**src/rtl/lse_pkg.sv**
```systemverilog
package lse_pkg;

    localparam int LSE_ADDR_W  = 8;
    localparam int LSE_DATA_W  = 8;
    localparam int LSE_MEM_LAT = 3;

    typedef logic [LSE_ADDR_W-1:0] lse_addr_t;
    typedef logic [LSE_DATA_W-1:0] lse_data_t;

    // a byte coming back from the table, tagged with its valid mark
    typedef struct packed {
        logic      vld;
        lse_data_t data;
    } lse_ret_t;

    // where the output byte comes from in a given cycle
    typedef enum logic [1:0] {
        SRC_NONE   = 2'd0,
        SRC_BYPASS = 2'd1,
        SRC_BUFFER = 2'd2
    } lse_src_e;

    function automatic logic [5:0] lse_ones(input logic [31:0] v);
        logic [5:0] n;
        n = '0;
        for (int i = 0; i < 32; i++) n = n + 6'(v[i]);
        return n;
    endfunction

endpackage

```
**src/rtl/lse_issue.sv**
```systemverilog
module lse_issue
    import lse_pkg::*;
#(
    parameter int LAT   = LSE_MEM_LAT,
    parameter int DEPTH = 4,
    localparam int CNT_W = $clog2(DEPTH + 1)
) (
    input  logic             clk,
    input  logic             rst,
    input  logic             in_empty,
    input  logic [CNT_W-1:0] occ,
    output logic             accept,
    output logic             ret_vld
);

    logic [LAT-1:0] vld_sr;
    logic [5:0]     inflight;

    assign inflight = lse_ones(32'(vld_sr));
    assign accept   = !rst && !in_empty && ((int'(inflight) + int'(occ)) < DEPTH);
    assign ret_vld  = vld_sr[LAT-1];

    always_ff @(posedge clk) begin
        if (rst) vld_sr <= '0;
        else     vld_sr <= {vld_sr[LAT-2:0], accept};
    end

    p_total_bound_r8: assert property (@(posedge clk) disable iff (rst)
        (int'(inflight) + int'(occ)) <= DEPTH);

    p_no_read_when_empty_r9: assert property (@(posedge clk) disable iff (rst)
        in_empty |-> !accept);

    p_fixed_return_r3: assert property (@(posedge clk) disable iff (rst)
        ret_vld == $past(accept, 3));

endmodule

```
**src/rtl/lse_result_buf.sv**
```systemverilog
module lse_result_buf
    import lse_pkg::*;
#(
    parameter int DEPTH = 4,
    localparam int CNT_W = $clog2(DEPTH + 1),
    localparam int PTR_W = (DEPTH > 1) ? $clog2(DEPTH) : 1
) (
    input  logic             clk,
    input  logic             rst,
    input  logic             push,
    input  lse_data_t        push_data,
    input  logic             pop,
    output lse_data_t        head,
    output logic [CNT_W-1:0] count,
    output logic             empty
);

    lse_data_t        mem [DEPTH];
    logic [PTR_W-1:0] wr_ptr, rd_ptr;

    function automatic logic [PTR_W-1:0] nxt(input logic [PTR_W-1:0] p);
        return (int'(p) == DEPTH - 1) ? '0 : p + 1'b1;
    endfunction

    assign head  = mem[rd_ptr];
    assign empty = (count == '0);

    always_ff @(posedge clk) begin
        if (rst) begin
            wr_ptr <= '0;
            rd_ptr <= '0;
            count  <= '0;
        end else begin
            if (push) begin
                mem[wr_ptr] <= push_data;
                wr_ptr      <= nxt(wr_ptr);
            end
            if (pop) rd_ptr <= nxt(rd_ptr);
            case ({push, pop})
                2'b10:   count <= count + 1'b1;
                2'b01:   count <= count - 1'b1;
                default: count <= count;
            endcase
        end
    end

    p_no_overflow_r8: assert property (@(posedge clk) disable iff (rst)
        push |-> (int'(count) < DEPTH) || pop);

    p_no_underflow_r4: assert property (@(posedge clk) disable iff (rst)
        pop |-> !empty);

endmodule

```
**src/rtl/lookup_stream_engine.sv**
```systemverilog
module lookup_stream_engine
    import lse_pkg::*;
#(
    parameter int BUF_DEPTH = 4
) (
    input  logic                  clk,
    input  logic                  rst,
    input  logic                  in_empty,
    input  logic [LSE_ADDR_W-1:0] in_data,
    output logic                  in_rd,
    output logic                  mem_ce,
    output logic [LSE_ADDR_W-1:0] mem_addr,
    input  logic [LSE_DATA_W-1:0] mem_rdata,
    input  logic                  out_full,
    output logic                  out_wr,
    output logic [LSE_DATA_W-1:0] out_data
);

    localparam int CNT_W = $clog2(BUF_DEPTH + 1);

    logic             accept;
    lse_ret_t         ret;
    logic             ret_vld;
    logic [CNT_W-1:0] occ;
    logic             buf_empty;
    lse_data_t        buf_head;
    logic             buf_push, buf_pop;
    lse_src_e         src;

    lse_issue #(.LAT(LSE_MEM_LAT), .DEPTH(BUF_DEPTH)) u_issue (
        .clk      (clk),
        .rst      (rst),
        .in_empty (in_empty),
        .occ      (occ),
        .accept   (accept),
        .ret_vld  (ret_vld)
    );

    assign ret.vld  = ret_vld;
    assign ret.data = mem_rdata;

    // older buffered results go first; a return bypasses only an empty buffer
    always_comb begin
        src = SRC_NONE;
        if (!out_full) begin
            if (!buf_empty)   src = SRC_BUFFER;
            else if (ret.vld) src = SRC_BYPASS;
        end
    end

    assign buf_pop  = (src == SRC_BUFFER);
    assign buf_push = ret.vld && (src != SRC_BYPASS);

    lse_result_buf #(.DEPTH(BUF_DEPTH)) u_buf (
        .clk       (clk),
        .rst       (rst),
        .push      (buf_push),
        .push_data (ret.data),
        .pop       (buf_pop),
        .head      (buf_head),
        .count     (occ),
        .empty     (buf_empty)
    );

    assign in_rd    = accept;
    assign mem_ce   = accept;
    assign mem_addr = in_data;
    assign out_wr   = (src != SRC_NONE);
    assign out_data = (src == SRC_BUFFER) ? buf_head : ret.data;

    p_no_write_when_full_r7: assert property (@(posedge clk) disable iff (rst)
        out_full |-> !out_wr);

    p_ce_tracks_pop_r2: assert property (@(posedge clk) disable iff (rst)
        mem_ce == in_rd);

    always @(posedge clk) begin
        if (rst) begin
            p_quiet_in_reset_r1: assert (!mem_ce && !in_rd);
        end
    end

endmodule

```
**config.mk**
```make
export PLATFORM = sky130hd
export DESIGN_NAME = lookup_stream_engine
export DESIGN_NICKNAME = d
export VERILOG_FILES = /design/src/rtl/lse_pkg.sv /design/src/rtl/lse_issue.sv /design/src/rtl/lse_result_buf.sv /design/src/rtl/lookup_stream_engine.sv
export SDC_FILE = /design/constraint.sdc
export NUM_CORES = 1
export LEC_CHECK = 0
export ABC_AREA = 1
export BUFFER_PORTS_ARGS = -buffer_cell sky130_fd_sc_hd__buf_2
export CAP_MARGIN = 20
export CORE_MARGIN = 2
export CORE_UTILIZATION = 57
export CTS_BUF_LIST = sky130_fd_sc_hd__clkbuf_4
export CTS_CLUSTER_DIAMETER = 40
export DETAILED_ROUTE_END_ITERATION = 10
export MAX_ROUTING_LAYER = met4
export PLACE_DENSITY = 0.81
export SETUP_SLACK_MARGIN = 0.05
export SYNTH_ARGS = -nofsm -noshare
export SYNTH_HDL_FRONTEND = slang
export SYNTH_SLANG_ARGS = --single-unit
```
**constraint.sdc**
```tcl
create_clock -name clk -period 3 [get_ports clk]
set_input_delay 0.15 -clock clk [delete_from_list [all_inputs] [get_ports clk]]
set_output_delay 0.15 -clock clk [all_outputs]
set_load 0.02 [all_outputs]
```
==> out/metrics.cfg, run 1 <==
[clock_network]
cts_setup_buffers=0
clk_path_buf_depth=2
holdBufCountCts=1
numCtsBuffers=5
clk_pin_slew_ns=0.14
ctsResizeCount=0
clockRootBuffer=clkbuf_4
cts_tree=done
htree_levels=2
clk_latency_ns=0.36
numClockSinks=44

[yosys]
synth.largest_area_cell=edfxtp_1
synth.distinct_cells=21
yosys_warnings=0
postSynthCellCount=214
syn_nets=247
synth_area_leaders=edfxtp_1 (45%), dfxtp_1 (11%), nor2_1 (8.5%)
ys_seq_area_share_pct=56.6
synth_seq_cells=44
netlist_area_um2=2120
avgSynthCellArea_um2=9.92
synth_top_area_share_pct=45.3

[grt]
grt_max_degree=18
antenna_found_initial=0
grt_use_total_pct=21.4
grt_first_pass_wirelength_um=6470
grt-ovfl-total=0
first_global_vias=1394

[cells_and_area]
final_nets=267
antennaDiodeCount=0
final_cell_mix=nor2_1 (48), nand2_1 (42), edfxtp_1 (32)
drive_gt1_share_pct=18.7
fillers=299
fin_util_pct=63.7
syn_to_final_growth_pct=8.20
final_common_cell=nor2_1

[flow_run]
max-cap-violations=0

[sta]
timing.final.crit_share_pct=81.8
finalHoldViolations=0
worst_slew_pin_slew_ns=0.676
drv_slew=0
skew_ns=0.00954
setup_violations=0
rsz0062_at_grt=false
tns_ns=0
max_slew_margin_pct=54.8
fmaxAchievable_mhz=408
period_minus_slack_ns=2.45

[place]
globalplace.congestion=0.819
dpl.hpwl_um=2590
placement.io_buffers=22

[floorplanning]
fp-row-count=22
io_pins=39
die_y_um=65.0
dieWidth_um=65.0
core-area_um2=3610
start_util_pct=58.8
dieArea_um2=4230

[drt]
drt-initial-drc-count=128
vias_per_cell=5.09
routedWlPerCell_um=13.7
first_pass_iters=4
drc=0
drtAntennaViolNets=0
postRouteWirelength_um=3880
via_count=1440

[worst_hold_path]
hp-class=input port to flop

[pwr]
ir_drop_v=0.000302
clkPwrFrac_pct=29.9
switching_share_pct=26.7
p_seq_share_pct=55.6
internal_power_mw=0.905
p_per_area_nw_per_um2=538
power_frac_comb_pct=14.6
p_leak_nw=0.975
switching_power_mw=0.330

[outcome]
outcome=finished, final reports clean

[critical_path]
cp_max_fo=3
cp.required_ns=2.85
path_class=flop to output port
cp-end-kind=output port
critPathArrivalTime_ns=2.30
start_kind=flop

registers in the layout, summed over array words and instances, names as in the netlist, named ones only:
register        cells
u_buf.mem          32
u_buf.count         3
u_issue.vld_sr      3
u_buf.rd_ptr        2
u_buf.wr_ptr        2
per-stage QoR:
step | hold slack (ns) | instance area (um2) | worst slack [ns] | power [mW] | instances
floorplan | 0.227 | 2120 | 0.504 | 0.849 | 214
global placement | 0.300 | 2180 | 0.977 | 0.871 | 272
detailed placement | 0.300 | 2180 | 0.925 | 0.876 | 272
CTS | 0.000426 | 2280 | 0.512 | 1.24 | 281
global route | 0.0106 | 2300 | 0.286 | 1.30 | 283
finish | 0.0272 | 2300 | 0.547 | 1.24 | 283
layout make-up:
| cell class | instances | area, um2 | area share, % |
|---|---|---|---|
| flip-flops and latches | 44 | 1200 | 52.3 |
| inverters | 14 | 52.6 | 2.29 |
| clock inverters | 3 | 46.3 | 2.02 |
| well taps | 48 | 60.1 | 2.62 |
| repair buffers | 29 | 170 | 7.41 |
| clock buffers | 5 | 37.5 | 1.63 |
| multi-input cells | 140 | 728 | 31.7 |
power groups by stage:
| stage | clock (mW) | combinational [mW] | sequential [mW] |
|---|---|---|---|
| 6_report | 0.369 | 0.180 | 0.686 |
| 3_5_place_dp | 0 | 0.176 | 0.700 |
| 3_3_place_gp | 0 | 0.171 | 0.699 |
| 5_1_grt | 0.405 | 0.204 | 0.689 |
| 2_1_floorplan | 0 | 0.163 | 0.686 |
| 4_1_cts | 0.380 | 0.178 | 0.686 |
metal layers:
metal	GRT usage [%]	vias up	routed length (um)
li1	-	730	-
met1	27.9	662	1770
met2	32.9	39	1870
met3	4.69	9	168
met4	8.59	0	75
met5	-	-	0
synthesized netlist by cell type:
library cell  number
buf_2              1
a21oi_1            3
buf_6              6
inv_1             11
ha_1              11
inv_2              3
nand3b_1           1
nor3b_1            4
edfxtp_1          32
fa_1               2
nor2_2             4
buf_4              9
o21ai_1           11
nand3_1            1
nand2_1           42
nor2_1            48
nor4_1             2
o21ai_0            8
dfxtp_1           12
nand3_2            1
nand2_2            2
worst max-delay path: stages, from the launching register on:
cell and delay, ns:
dfxtp_1 0.36, ha_1 0.30, ha_1 0.18, ha_1 0.20, ha_1 0.27, nor2_1 0.12
nand2_1 0.08, nor4_1 0.21, buf_2 0.22
path summary, 6_finish.rpt:
check                     from           endpoint  slack (ns)  cells after the start
min reg2reg  u_issue.vld_sr[1]  u_issue.vld_sr[2]        0.47                      2
min               mem_rdata[5]    u_buf.mem[1][5]        0.03                      1
max          u_issue.vld_sr[0]              in_rd        0.55                      8
max reg2reg     u_buf.count[1]     u_buf.count[2]        0.95                     13
kinds of logic (layout without fill, tap and decap cells):
| logic type | after synthesis | count (layout) | share of synthesized area (%) |
|---|---|---|---|
| compound gates | 22 | 22 | 5.19 |
| fa+ha+maj | 13 | 13 | 8.37 |
| buf+inv | 30 | 51 | 9.08 |
| flops | 44 | 44 | 56.6 |
| simple gates | 105 | 105 | 20.8 |
(Power assumes the default switching activity.)
==> inputs of run 2 (changes only) <==
==> constraint.sdc (replaced) <==
create_clock -name clk -period 2.4 [get_ports clk]
set_input_delay 0.12 -clock clk [delete_from_list [all_inputs] [get_ports clk]]
set_output_delay 0.12 -clock clk [all_outputs]
set_load 0.02 [all_outputs]
==> run 2 against run 1 <==
Register-to-register slack worse by 0.68 ns. Routed wire length is 3.5% higher. Flip-flop and latch count stayed put. Via count is 3.4% higher. Clock power is 23% higher. Sequential power is 25% higher. Worst hold slack better by 0.025 ns. Worst setup slack worse by 0.46 ns. Clock-buffer cell count is 1 higher. Largest cell class unchanged. Largest power group unchanged.
==> out/metrics.cfg, run 2 (synthesized netlist as in run 1, its figures left out) <==
[clock_network]
clk_path_buf_depth=2  ; unchanged
numCtsBuffers=5  ; unchanged
clk_pin_slew_ns=0.12  ; -0.02 ns
numClockSinks=44  ; unchanged
clockRootBuffer=clkbuf_4
htree_levels=2  ; unchanged
clk_latency_ns=0.35  ; about the same
cts_tree=done

[drt]
postRouteWirelength_um=4020  ; +3.5%
drc=0  ; unchanged
via_count=1489  ; +3.4%
drtAntennaViolNets=0  ; unchanged
drt-initial-drc-count=72  ; -44%
first_pass_iters=4  ; unchanged
routedWlPerCell_um=13.8  ; +0.63%
vias_per_cell=5.12  ; +0.56%

[floorplanning]
die_y_um=65.0  ; unchanged
io_pins=39  ; unchanged
fp-row-count=22  ; unchanged
dieArea_um2=4230  ; unchanged
dieWidth_um=65.0  ; unchanged
core-area_um2=3610  ; unchanged
start_util_pct=58.8  ; unchanged

[sta]
max_slew_margin_pct=71.0  ; +16 points
worst_slew_pin_slew_ns=0.435  ; -0.242 ns
finalHoldViolations=0  ; unchanged
skew_ns=0.00860  ; -0.000943 ns
drv_slew=0  ; unchanged
timing.final.crit_share_pct=96.5
fmaxAchievable_mhz=432
setup_violations=0  ; unchanged
tns_ns=0  ; unchanged
period_minus_slack_ns=2.32

[place]
dpl-instance-area_um2=2200  ; +0.63%
dpl.hpwl_um=2530  ; -2.2%
placement.io_buffers=22  ; unchanged
globalplace.congestion=0.807  ; -1.4%
placed_cells=273  ; +0.37%

[cells_and_area]
largest_reg_flops=32  ; unchanged
final_common_cell=nor2_1
final_nets=275  ; +3.0%
final_cell_mix=nor2_1 (48), nand2_1 (41), edfxtp_1 (32)
antennaDiodeCount=0  ; unchanged
instances_no_fill=291  ; +2.8%
regMostFlops=u_buf.mem
fin_util_pct=67.3  ; +3.6 points
drive_gt1_share_pct=22.2  ; +3.5 points
fin_area_um2=2430  ; +5.7%
reg.largest.list=u_buf.mem: 32 flops, u_buf.count: 3 flops, u_issue.vld_sr: 3 flops
syn_to_final_growth_pct=14.3

[grt]
antenna_found_initial=0  ; unchanged
grt_first_pass_wirelength_um=6290  ; -2.9%
grt_use_total_pct=20.8  ; -0.59 points
first_global_vias=1359  ; -2.5%
grt_max_degree=17  ; -1
grt-ovfl-total=0  ; unchanged

[pwr]
ir_drop_v=0.000590  ; +95%
p_leak_nw=1.01  ; +3.3%
p_per_area_nw_per_um2=640  ; +19%

[critical_path]
cp-end-kind=output port
cp_max_fo=3  ; unchanged
start_kind=flop
cp.required_ns=2.28  ; -0.57 ns
path_class=flop to output port
critPathArrivalTime_ns=2.20  ; -0.10 ns

[worst_hold_path]
hp-class=input port to flop

[flow_run]
max-cap-violations=0  ; unchanged

[outcome]
outcome=finished, final reports clean

[run 2: cell count changes in the layout (fill, tap and decap cells not counted), moves of 2 or more]
cell and delta:
buf_4 +2, dfxtp_1 -2, dfxtp_4 +2, dlygate4sd3_1 +6, ha_1 -4, ha_4 +3
[run 2: where the power goes]
part	leakage, nW	switching [mW]	internal, mW
logic	0.574	0.153	0.0913
registers	0.387	0.0260	0.830
clock network	0.0456	0.224	0.230
total	1.01	0.403	1.15
[run 2: per-layer routing]
metal  up-vias  track usage (%)  share of wire [%]
met1       696             24.6                 43
met5         -                -                  0
li1        753                -                  -
met4         0             5.99                1.7
met3         7             5.38                4.7
met2        33             35.3                 51
[run 2: cell type report]
class | count | area, um2
flip-flops and latches | 44 | 1210
repair buffers | 37 | 245
clock inverters | 2 | 35.0
clock buffers | 6 | 45.0
multi-input cells | 140 | 777
inverters | 14 | 55.1
well taps | 48 | 60.1
fillers | 273 | 1180
[run 2: worst paths after layout]
kind / slack [ns] / start / endpoint / cells after the start
worst min register to register: 0.48 / u_issue.vld_sr[0] / u_issue.vld_sr[1] / 2
worst max register to register: 0.27 / u_buf.count[2] / u_buf.count[2] / 13
worst min-delay path: 0.05 / rst / u_issue.vld_sr[1] / 2
worst max-delay path: 0.08 / u_issue.vld_sr[0] / in_rd / 7
[run 2: through the flow]
| stage | hold slack, ns | total power [mW] | setup WS, ns |
|---|---|---|---|
| 2_1_floorplan | 0.197 | 1.06 | 0.222 |
| 3_3_place_gp | 0.240 | 1.09 | 0.331 |
| 3_5_place_dp | 0.240 | 1.10 | 0.317 |
| 4_1_cts | 0.0539 | 1.56 | 0.0572 |
| 5_1_grt | 0.0712 | 1.63 | -0.0256 |
| 6_report | 0.0526 | 1.55 | 0.0834 |
[run 2: critical path, cell delays in order, from the launching register on]
cell and delay, ns:
dfxtp_4 0.38, buf_4 0.14, fa_1 0.43, ha_1 0.29, nand3_1 0.09, nand2_2 0.08, nor4_2 0.23, buf_2 0.21
[run 2: repair_timing]
item / CTS / global route
gates resized for setup: 1 / 10
gates cloned: 0 / 0
endpoints found under the setup margin: 2 / 3
hold buffers: 9 / 0
buffers inserted: 0 / 1
hold endpoints to repair: 33 / 0
pin swaps: 0 / 4
